==> config.mk <==
export PLATFORM = sky130hd
export DESIGN_NAME = strap_rst_ctrl
export DESIGN_NICKNAME = d
export VERILOG_FILES = /design/src/rtl/strap_rst_ctrl.sv
export SDC_FILE = /design/constraint.sdc
export NUM_CORES = 1
export LEC_CHECK = 0
export BUFFER_PORTS_ARGS = -buffer_cell sky130_fd_sc_hd__buf_2
export CORE_UTILIZATION = 35
export CTS_BUF_LIST = sky130_fd_sc_hd__clkbuf_8
export CTS_CLUSTER_DIAMETER = 50
export CTS_CLUSTER_SIZE = 12
export DETAILED_ROUTE_END_ITERATION = 10
export PLACE_DENSITY = 0.84
export SETUP_SLACK_MARGIN = 0.2
export SYNTH_ARGS = -nofsm -noshare
export SYNTH_HDL_FRONTEND = slang
export SYNTH_SLANG_ARGS = --single-unit
==> constraint.sdc <==
create_clock -name clk -period 1.1 [get_ports clk]
set_input_delay 0.055 -clock clk [delete_from_list [all_inputs] [get_ports clk]]
set_output_delay 0.055 -clock clk [all_outputs]
set_load 0.01 [all_outputs]
==> src/rtl/strap_rst_ctrl.sv <==
module strap_rst_ctrl #(
  parameter int ADDR_W   = 32,
  parameter int SRAM_LG0 = 25,
  parameter int DRAM_LG0 = 27,
  parameter int MULT_LO  = 16,
  parameter int MULT_HI  = 48,
  parameter int REL_BIT  = 17
) (
  input  logic              clk,
  input  logic              rst_n,
  input  logic              strap_host_dir,
  input  logic [7:0]        strap_ad,
  input  logic [6:0]        strap_gpio,
  input  logic              pll_lock,
  input  logic              rst_reg_we,
  input  logic [31:0]       rst_reg_wdata,
  output logic              rst_out_n,
  output logic              bus_rst_oe,
  output logic              prom_boot,
  output logic              bus_cfg_host,
  output logic              bus_arb_en,
  output logic              txclk_internal,
  output logic [5:0]        pll_mult,
  output logic              pll_mult_bad,
  output logic [ADDR_W-1:0] sram_mask,
  output logic [ADDR_W-1:0] dram_mask,
  output logic [31:0]       ctl_rdata
);

  logic [7:0] cap_ad;
  logic [6:0] cap_gpio;
  logic       cap_dir;
  logic       lock_s1, lock_s2;
  logic       released;
  logic       hw_mode;
  logic       unused_wdata;

  always_ff @(posedge clk) begin
    if (!rst_n) begin
      cap_ad   <= strap_ad;
      cap_gpio <= strap_gpio;
      cap_dir  <= strap_host_dir;
    end
  end

  always_ff @(posedge clk or negedge rst_n) begin
    if (!rst_n) begin
      lock_s1 <= 1'b0;
      lock_s2 <= 1'b0;
    end else begin
      lock_s1 <= pll_lock;
      lock_s2 <= lock_s1;
    end
  end

  assign hw_mode = cap_ad[7];

  always_ff @(posedge clk or negedge rst_n) begin
    if (!rst_n)
      released <= 1'b0;
    else if (!released) begin
      if (hw_mode)
        released <= lock_s2;
      else
        released <= rst_reg_we & rst_reg_wdata[REL_BIT];
    end
  end

  assign unused_wdata = ^{rst_reg_wdata[31:REL_BIT+1], rst_reg_wdata[REL_BIT-1:0]};

  assign rst_out_n      = released;
  assign bus_rst_oe     = cap_dir;
  assign prom_boot      = cap_gpio[0];
  assign bus_cfg_host   = cap_gpio[1];
  assign bus_arb_en     = cap_gpio[2];
  assign txclk_internal = cap_ad[6];
  assign pll_mult       = cap_ad[5:0];
  assign pll_mult_bad   = (int'(cap_ad[5:0]) < MULT_LO) || (int'(cap_ad[5:0]) > MULT_HI);

  assign sram_mask = ~({ADDR_W{1'b1}} << (SRAM_LG0 + int'(cap_gpio[6:5])));
  assign dram_mask = ~({ADDR_W{1'b1}} << (DRAM_LG0 + int'(cap_gpio[4:3])));

  assign ctl_rdata = {cap_dir, 1'b0, cap_gpio[0], cap_gpio[1], 28'd0};

endmodule

==> summary.txt, run 1 <==
Hold path
  – Hold Path Class: in -> reg
  – Min-Delay Endpoint: rst_out_n$_DFF_PN0_
  – WHS Path Cells: 3
  – Hold Path Origin: rst_reg_wdata[17]

Power and ir drop
  – Combinational fraction of design power: 0.258
  – Sw Pwr: 511 uW
  – Maximum VDD drop: 0.915 mV
  – Seq pwr share: 0.485
  – Clock power share: 0.257
  – Cell internal pwr: 1290 uW
  – Leak: 0.000862 uW
  – Pwr Density: 1070 mW/mm^2
  – Switch share: 0.285

Logic synthesis
  – Most common cell in the netlist: buf_4
  – Post-synthesis async set-or-reset flop share: 0.158
  – Post-Syn Area: 0.00139 sq mm
  – Post-Syn Instances: 134
  – Post-synth EDFFs: 16
  – Avg Synthesized Cell Area: 10.4 sq um
  – Synth area leaders: buf_4 50%, edfxtp_1 35%, dfrtp_1 5.4%, ha_1 3.6%, inv_1 1.1%
  – Cell taking the most area after synthesis: buf_4
  – Yosys Warn Count: 0
  – Top FF cell, synth: edfxtp_1
  – Sequential share of the synthesized area: 0.399
  – Library cells used by synthesis: 17
  – Post-synth top area share: 0.496
  – Register bit count reported by yosys: 19
  – Post-synth top cells: 92 x buf_4, 16 x edfxtp_1, 4 x ha_1, 4 x inv_1

Route
  – Vias per cell: 3.24
  – Wire per inst: 9.02 microns
  – First DRT Iteration DRCs: 4
  – Via count: 787
  – Routed WL: 2190 microns
  – DRC violations left: 0
  – Post-route ant nets: 0
  – First drt pass iteration count: 2

Cells and area
  – Fillers: 364
  – Fin util: 0.449
  – Ant diodes: 0
  – Reg area: 556 sq um
  – Cell Count, Final, Fillers Out: 243
  – Nets: 252
  – Area of the multi-input gates: 499 sq um
  – Fin area: 0.00168 sq mm
  – Share of post-route cells with drive strength above 1: 0.349
  – Area grow syn2layout: 20.8%

Global routing
  – Vias in the first global route: 673
  – First-pass GRT wire length: 2980 microns
  – Largest net degree at the start of global routing: 12
  – GRT Total Usage: 0.0987
  – Initial antenna violation count: 0
  – GRT overflow: 0

Worst setup path
  – FF-to-FF setup slack: 0.27 ns
  – Cell family with most CP delay: flip-flops
  – Crit start category: register
  – Cells along the critical path: o41ai_2, mux2i_1, buf_2
  – Worst reg2reg endpoint: rst_out_n$_DFF_PN0_
  – Critical Path Fanout Max: 2
  – WP data arrival: 1.24 ns
  – Worst r2r path cells: 2
  – Reg2reg start: cap_ad[7]$_DFFE_PN_
  – Crit-path slowest cell: edfxtp_1
  – Worst Path Buf+Inv: 1
  – Critical Path End Type: output port
  – CP peak stage delay: 0.40 ns
  – Worst Path Class, Setup: reg -> out
  – Critical Path RT: 1.04 ns

STA
  – Fmax achieved: 0.775 GHz
  – Setup Skew: 0.0000882 ns
  – Setup violators final: 9
  – Final worst-path cycle share: 1.17
  – Final worst path period need: 1.29 ns
  – Worst setup margin: -0.190 ns
  – RSZ-0062 raised after global routing: yes
  – Final setup TNS: -1.17 ns
  – Fin. Hold Viols: 0
  – Fin. max-slew vios: 0

Clocking
  – CTS tree: yes
  – H-tree depth: 1
  – Max Root-Sink Buffers: 2
  – Reg clk slew, reported paths: 0.06 ns
  – Number of CTS-inserted buffers: 3
  – Clk sinks: 19
  – Clk_lat worst skew: 0.25 ns
  – Clk root buf: clkbuf_8

Place
  – Placed insts: 218
  – Routability congestion estimate: 0.670
  – Setup slack at placement: 0.0342 ns
  – DP Area: 0.00131 sq mm
  – Hpwl dp: 1430 microns
  – Buffers on Ports: 46

Die
  – Top Ports: 161
  – Starting Density: 0.372
  – Horiz. Die Dim: 65.1 microns
  – Total Die Area: 0.00423 sq mm
  – Core area: 0.00374 sq mm
  – Row cnt: 22
  – Die H: 65.1 microns

Outcome
  – Failing checks: setup timing
  – Status: complete, but fails checks

Flow run
  – Max cap viols: 0
## layout by cell type, fill, tap and decap left out, drive strengths merged
cell type    instances
nor2b                1
inv                  5
buf                 51
clkbuf               3
nand2                3
o21ai                1
o41ai                1
nor2                 1
a21oi                1
dfrtp                3
dlygate4sd3         18
conb                83
or2                  1
edfxtp              16
and2                 1
ha                   4
mux2i                1
nand2b               1
## flip-flops by register name, indices dropped and copies added, names as in the netlist
name / flops
lock_s1: 1
cap_gpio: 7
rst_out_n: 1
cap_ad: 8
lock_s2: 1
bus_rst_oe: 1
## power groups by stage
stage / Clock (uW) / Sequential (uW) / Combinational [uW]
floorplan: 0 / 883 / 458
global placement: 0 / 880 / 322
detailed placement: 0 / 882 / 326
CTS: 465 / 872 / 441
global route: 501 / 878 / 508
finish: 461 / 872 / 464
## worst register-to-register path, cell delays in order, from the launching register on
cell,delay [ns]
edfxtp_1,0.42
a21oi_2,0.16
o21ai_0,0.12
## worst max path at each step
stage / startpoint / end / slack, ns / cells past startpoint
CTS: cap_ad[3]$_DFFE_PN_ / pll_mult_bad / -0.20 / 3
floorplan: cap_ad[0]$_DFFE_PN_ / pll_mult_bad / 0.18 / 2
global placement: cap_ad[0]$_DFFE_PN_ / pll_mult_bad / 0.05 / 3
global route: cap_ad[3]$_DFFE_PN_ / pll_mult_bad / -0.25 / 3
detailed placement: cap_ad[0]$_DFFE_PN_ / pll_mult_bad / 0.03 / 3
finish: cap_ad[3]$_DFFE_PN_ / pll_mult_bad / -0.19 / 3
## timing repair
action / in CTS / in global routing
hold buffers: 18 / 0
hold endpoints to repair: 20 / 0
buffers inserted: 3 / 0
pin swaps: 5 / 4
resized for setup: 22 / 5
setup endpoints to repair: 10 / 18
## logic make-up (layout without fill, tap and decap cells)
family	Yosys count	count (layout)	synth area share
buf+inv	97	77	0.510
flops	19	19	0.399
simple gates	8	8	0.0288
fa+ha+maj	4	4	0.0360
compound gates	3	3	0.0135
other cells	2	83	0.00540
mux	1	1	0.00719
## stage by stage
stage / hold slack (ns) / total power [uW]
5_1_grt: 0.129 / 1890
2_1_floorplan: -0.241 / 1340
3_5_place_dp: -0.139 / 1210
3_3_place_gp: -0.144 / 1200
4_1_cts: 0.0733 / 1780
6_report: 0.100 / 1800
## layer usage
| metal | GRT usage | wire, microns |
|---|---|---|
| met5 | 0 | 0 |
| met4 | 0.0734 | 53 |
| met3 | 0.0211 | 240 |
| met2 | 0.203 | 1290 |
| met1 | 0.0770 | 605 |
## final cells by class
type | count | area share
clock buffers | 3 | 0.0246
inverters | 4 | 0.00894
multi-input cells | 99 | 0.297
well taps | 48 | 0.0357
repair buffers | 69 | 0.301
clock inverters | 1 | 0.00223
flip-flops and latches | 19 | 0.331
Power figures use the tool's default switching activity.
==> run 2: changes to the inputs <==
--- a/config.mk
+++ b/config.mk
@@ -15,2 +15,3 @@
 export SETUP_SLACK_MARGIN = 0.2
+export SLEW_MARGIN = 20
 export SYNTH_ARGS = -nofsm -noshare
==> constraint.sdc (replaced) <==
create_clock -name clk -period 1.1 [get_ports clk]
set_input_delay 0.11 -clock clk [delete_from_list [all_inputs] [get_ports clk]]
set_output_delay 0.11 -clock clk [all_outputs]
set_load 0.01 [all_outputs]
==> summary.txt, run 2 (synthesis gave the netlist of run 1 again) <==
Outcome
  – Status: complete, but fails checks
  – Failing checks: setup timing

Global routing
  – Vias in the first global route: 577 (-14%)
  – GRT overflow: 0 (unchanged)
  – Initial antenna violation count: 0 (unchanged)
  – First-pass GRT wire length: 2370 microns (-20%)
  – Largest net degree at the start of global routing: 13 (+1)
  – GRT Total Usage: 0.0770 (-0.0217)

STA
  – Fin Hold WS: 0.0268 ns (-0.0735 ns)
  – Fmax achieved: 0.732 GHz (-5.5%)
  – Fin. max-slew vios: 0 (unchanged)
  – Final worst path period need: 1.37 ns (+0.0758 ns)
  – Setup Skew: 0.000727 ns (+0.000638 ns)
  – Worst setup margin: -0.266 ns (-0.0758 ns)
  – Fin. Hold Viols: 0 (unchanged)
  – Setup violators final: 10 (+1)
  – Final worst-path cycle share: 1.24 (+0.0689)
  – RSZ-0062 raised after global routing: yes

Cells and area
  – Max FFs per register: 8 (unchanged)
  – Nets: 237 (-6.0%)
  – Ant diodes: 0 (unchanged)
  – Commonest non-fill, non-tap cells in the layout: 83 x conb_1, 35 x buf_2, 16 x edfxtp_1
  – Fillers: 359 (-1.4%)
  – Top reg by flops: cap_ad
  – Share of post-route cells with drive strength above 1: 0.378 (+0.0291)
  – Area grow syn2layout: 12.1%
  – Fin util: 0.417 (-0.0321)
  – Biggest regs: cap_ad x8, cap_gpio x7
  – Most common cell after layout, fill and taps aside: conb_1

Route
  – DRC violations left: 0 (unchanged)
  – First drt pass iteration count: 2 (unchanged)
  – Post-route ant nets: 0 (unchanged)
  – Wire per inst: 7.63 microns (-15%)
  – First DRT Iteration DRCs: 2 (-2)
  – Vias per cell: 3.15 (-2.6%)
  – Routed WL: 1740 microns (-21%)
  – Via count: 719 (-8.6%)

Die
  – Die H: 65.1 microns (unchanged)
  – Core area: 0.00374 sq mm (unchanged)
  – Horiz. Die Dim: 65.1 microns (unchanged)
  – Starting Density: 0.372 (unchanged)
  – Top Ports: 161 (unchanged)
  – Total Die Area: 0.00423 sq mm (unchanged)
  – Row cnt: 22 (unchanged)

Power and ir drop
  – Pwr Density: 1130 mW/mm^2 (+6.1%)
  – Overall Power: 1770 uW (-1.5%)
  – Maximum VDD drop: 0.898 mV (-1.9%)
  – Leak: 0.000815 uW (-5.5%)

Worst setup path
  – FF-to-FF setup slack: 0.29 ns (+0.02 ns)
  – Worst reg2reg endpoint: rst_out_n$_DFF_PN0_
  – WP data arrival: 1.26 ns (+0.02 ns)
  – Critical Path Fanout Max: 2 (unchanged)
  – Crit start category: register
  – Critical Path End Type: output port
  – Critical Path RT: 0.99 ns (-0.05 ns)
  – Reg2reg start: rst_out_n$_DFF_PN0_
  – Worst Path Class, Setup: reg -> out
  – Worst r2r path cells: 3 (+1)

Hold path
  – Hold Path Class: in -> reg
  – Hold Path Origin: strap_ad[1]
  – WHS Path Cells: 1 (-2)
  – Min-Delay Endpoint: cap_ad[1]$_DFFE_PN_

Clocking
  – Clk root buf: clkbuf_8
  – Max Root-Sink Buffers: 2 (unchanged)
  – CTS tree: yes
  – H-tree depth: 1 (unchanged)
  – Number of CTS-inserted buffers: 3 (unchanged)
  – Clk sinks: 19 (unchanged)
  – Clk_lat worst skew: 0.25 ns (about the same)
  – Reg clk slew, reported paths: 0.06 ns (about the same)

Place
  – Hpwl dp: 1370 microns (-4.1%)
  – Buffers on Ports: 46 (unchanged)
  – Routability congestion estimate: 0.647 (-3.5%)
  – Setup slack at placement: -0.0251 ns (-0.0592 ns)

Flow run
  – Max cap viols: 0 (unchanged)
-- run 2: per-layer routing --
metal / part of all wire / vias up / track usage
met5: 0 / - / 0
met4: 0.019 / 0 / 0.0571
met3: 0.15 / 4 / 0.0317
met2: 0.53 / 70 / 0.143
met1: 0.29 / 309 / 0.0635
li1: - / 336 / -
-- run 2: layout make-up --
cell class | instances | area, sq um | area share
Clock buffer | 3 | 41.3 | 0.0265
Clock inverter | 1 | 3.75 | 0.00241
Inverter | 4 | 15.0 | 0.00962
Multi-Input combinational cell | 99 | 500 | 0.321
Sequential cell | 19 | 556 | 0.356
Tap cell | 48 | 60.1 | 0.0385
Timing Repair Buffer | 54 | 384 | 0.246
-- run 2: worst max-delay path, stage by stage, from the launching register on --
cell	delay, ns
edfxtp_1	0.40
o41ai_2	0.35
mux2i_1	0.11
buf_2	0.15
-- run 2: per-stage QoR --
stage / cells / cell area, sq um / setup TNS (ns)
6_report: 228 / 1560 / -1.77
5_1_grt: 228 / 1560 / -2.23
4_1_cts: 226 / 1530 / -1.88
3_5_place_dp: 217 / 1360 / -0.0251
3_3_place_gp: 217 / 1360 / -0.0136
2_1_floorplan: 215 / 1740 / 0
-- run 2: power breakdown --
| group | switching [uW] | internal (uW) |
|---|---|---|
| Clock | 210 | 248 |
| Combinational | 263 | 180 |
| Sequential | 28.9 | 841 |
-- run 2: how the worst max path moves through the flow --
| stage | slack [ns] | to | start | cells past startpoint |
|---|---|---|---|---|
| floorplan | 0.13 | pll_mult_bad | cap_ad[0]$_DFFE_PN_ | 2 |
| global placement | -0.01 | pll_mult_bad | cap_ad[0]$_DFFE_PN_ | 3 |
| detailed placement | -0.03 | pll_mult_bad | cap_ad[0]$_DFFE_PN_ | 3 |
| CTS | -0.28 | pll_mult_bad | cap_ad[3]$_DFFE_PN_ | 3 |
| global route | -0.31 | pll_mult_bad | cap_ad[3]$_DFFE_PN_ | 3 |
| finish | -0.27 | pll_mult_bad | cap_ad[3]$_DFFE_PN_ | 3 |
-- run 2: what timing repair did --
action / in CTS / in global routing
pin swaps: 5 / 3
endpoints found under the hold margin: 4 / 0
buffers inserted: 3 / 2
endpoints found under the setup margin: 22 / 25
gates resized for setup: 19 / 2
hold buffers: 2 / 0
==> run 3: changes to the inputs <==
CORE_ASPECT_RATIO = 1.75   (was not set)
SETUP_SLACK_MARGIN = not set   (was 0.2)
==> summary.txt, run 3 (synthesis gave the netlist of run 1 again) <==
Route
  – Wire per inst: 7.29 microns (-4.5%)
  – Post-route ant nets: 0 (unchanged)
  – Via count: 740 (+2.9%)
  – DRC violations left: 0 (unchanged)
  – First drt pass iteration count: 3 (+1)
  – Vias per cell: 3.26 (+3.4%)
  – First DRT Iteration DRCs: 6 (+4)
  – Routed WL: 1650 microns (-4.9%)

Worst setup path
  – Critical Path RT: 0.99 ns (about the same)
  – WP data arrival: 1.24 ns (-0.02 ns)
  – Worst Path Class, Setup: reg -> out
  – Critical Path End Type: output port
  – Critical Path Fanout Max: 3 (+1)
  – Crit start category: register

Hold path
  – Hold Path Class: in -> reg

Power and ir drop
  – Pwr Density: 1140 mW/mm^2 (+0.61%)
  – Seq pwr share: 0.508 (+0.017)
  – Maximum VDD drop: 0.956 mV (+6.4%)
  – Combinational fraction of design power: 0.235 (-0.015)
  – Switch share: 0.280 (-0.00321)
  – Leak: 0.000786 uW (-3.5%)
  – Cell internal pwr: 1240 uW (-2.5%)
  – Overall Power: 1720 uW (-2.9%)
  – Clock power share: 0.258 (about the same)
  – Sw Pwr: 481 uW (-4.0%)

Clocking
  – CTS tree: yes
  – Reg clk slew, reported paths: 0.06 ns (about the same)
  – Number of CTS-inserted buffers: 3 (unchanged)
  – Clk root buf: clkbuf_8
  – H-tree depth: 1 (unchanged)
  – Max Root-Sink Buffers: 2 (unchanged)
  – Clk_lat worst skew: 0.25 ns (about the same)
  – Clk sinks: 19 (unchanged)

STA
  – Fmax achieved: 0.739 GHz (+1.0%)
  – Worst setup margin: -0.253 ns (+0.0135 ns)
  – Final worst-path cycle share: 1.23 (-0.0123)
  – Setup violators final: 10 (unchanged)
  – Fin. max-slew vios: 0 (unchanged)
  – Final setup TNS: -1.80 ns (-0.0329 ns)
  – Setup Skew: 0.00135 ns (+0.000627 ns)
  – Fin. Hold Viols: 0 (unchanged)
  – Final worst path period need: 1.35 ns (-0.0135 ns)
  – RSZ-0062 raised after global routing: yes

Cells and area
  – Max FFs per register: 8 (unchanged)
  – Fin area: 0.00151 sq mm (-3.5%)
  – Area grow syn2layout: 8.18%
  – Cell Count, Final, Fillers Out: 227 (-0.44%)
  – Top reg by flops: cap_ad
  – Share of post-route cells with drive strength above 1: 0.369 (-0.00906)
  – Nets: 236 (-0.42%)
  – Commonest non-fill, non-tap cells in the layout: 83 x conb_1, 42 x buf_2, 16 x edfxtp_1
  – Most common cell after layout, fill and taps aside: conb_1
  – Biggest regs: cap_ad x8, cap_gpio x7
  – Ant diodes: 0 (unchanged)

Die
  – Horiz. Die Dim: 49.7 microns (-24%)
  – Top Ports: 161 (unchanged)
  – Total Die Area: 0.00424 sq mm (+0.23%)
  – Row cnt: 30 (+36%)
  – Core area: 0.00383 sq mm (+2.3%)
  – Die H: 85.4 microns (+31%)
  – Starting Density: 0.363 (-0.00826)

Place
  – Placed insts: 218 (+0.46%)
  – Hpwl dp: 1390 microns (+1.1%)
  – DP Area: 0.00131 sq mm (-3.7%)
  – Buffers on Ports: 46 (unchanged)
  – Setup slack at placement: -0.00514 ns (+0.0199 ns)
  – Routability congestion estimate: 0.615 (-4.9%)

Global routing
  – Largest net degree at the start of global routing: 11 (-2)
  – Vias in the first global route: 507 (-12%)
  – GRT Total Usage: 0.0698 (-0.00712)
  – GRT overflow: 0 (unchanged)
  – Initial antenna violation count: 0 (unchanged)
  – First-pass GRT wire length: 2180 microns (-8.1%)

Outcome
  – Status: complete, but fails checks
  – Failing checks: setup timing

Flow run
  – Max cap viols: 0 (unchanged)
## run 3: final timing paths
kind | startpoint | to | slack [ns] | cells past startpoint
max | cap_gpio[3]$_DFFE_PN_ | dram_mask[30] | -0.25 | 4
min | strap_gpio[6] | cap_gpio[6]$_DFFE_PN_ | 0.03 | 1
max reg2reg | cap_ad[7]$_DFFE_PN_ | rst_out_n$_DFF_PN0_ | 0.37 | 2
min reg2reg | lock_s1$_DFF_PN0_ | lock_s2$_DFF_PN0_ | 0.37 | 0
max in group asynchronous | rst_n | lock_s2$_DFF_PN0_ | 0.80 | 2
min in group asynchronous | rst_n | rst_out_n$_DFF_PN0_ | 0.19 | 2
## run 3: area by class of cell
cell class / count / area, sq um
sequential: 19 / 556
clock inverter: 1 / 3.75
inverter: 4 / 17.5
timing repair buffer: 53 / 332
multi-input combinational: 99 / 495
tap: 48 / 60.1
clock buffer: 3 / 41.3
fill: 381 / 2320
## run 3: metrics by stage
stage               utilization  hold slack [ns]
floorplan                     -           -0.186
global placement          0.341          -0.0899
detailed placement        0.341          -0.0887
CTS                       0.378           0.0279
global route              0.393           0.0216
finish                    0.393           0.0319
## run 3: timing repair
item	4_1_cts	5_1_grt
hold endpoints to repair	4	0
gates resized for setup	16	10
setup buffers	1	2
pin swaps	4	4
hold buffers	2	0
setup endpoints to repair	9	26
## run 3: worst max-delay path: stages, from the launching register on
cell	delay, ns
edfxtp_1	0.47
inv_2	0.14
ha_4	0.13
nor2b_1	0.12
buf_2	0.14
## run 3: metal layers
layer,wire [microns],vias to the layer above,global-route usage,part of all wire
met5,0,-,0,0
met4,27,0,0.0390,0.016
met3,223,2,0.0143,0.13
met2,882,86,0.131,0.53
met1,521,318,0.0677,0.31
li1,-,334,-,-
## run 3: power by group through the flow
stage	Combinational (uW)	Clock, uW	Sequential [uW]
2_1_floorplan	456	0	883
6_report	403	443	872
4_1_cts	372	453	871
3_5_place_dp	328	0	881
5_1_grt	442	487	880
3_3_place_gp	324	0	878
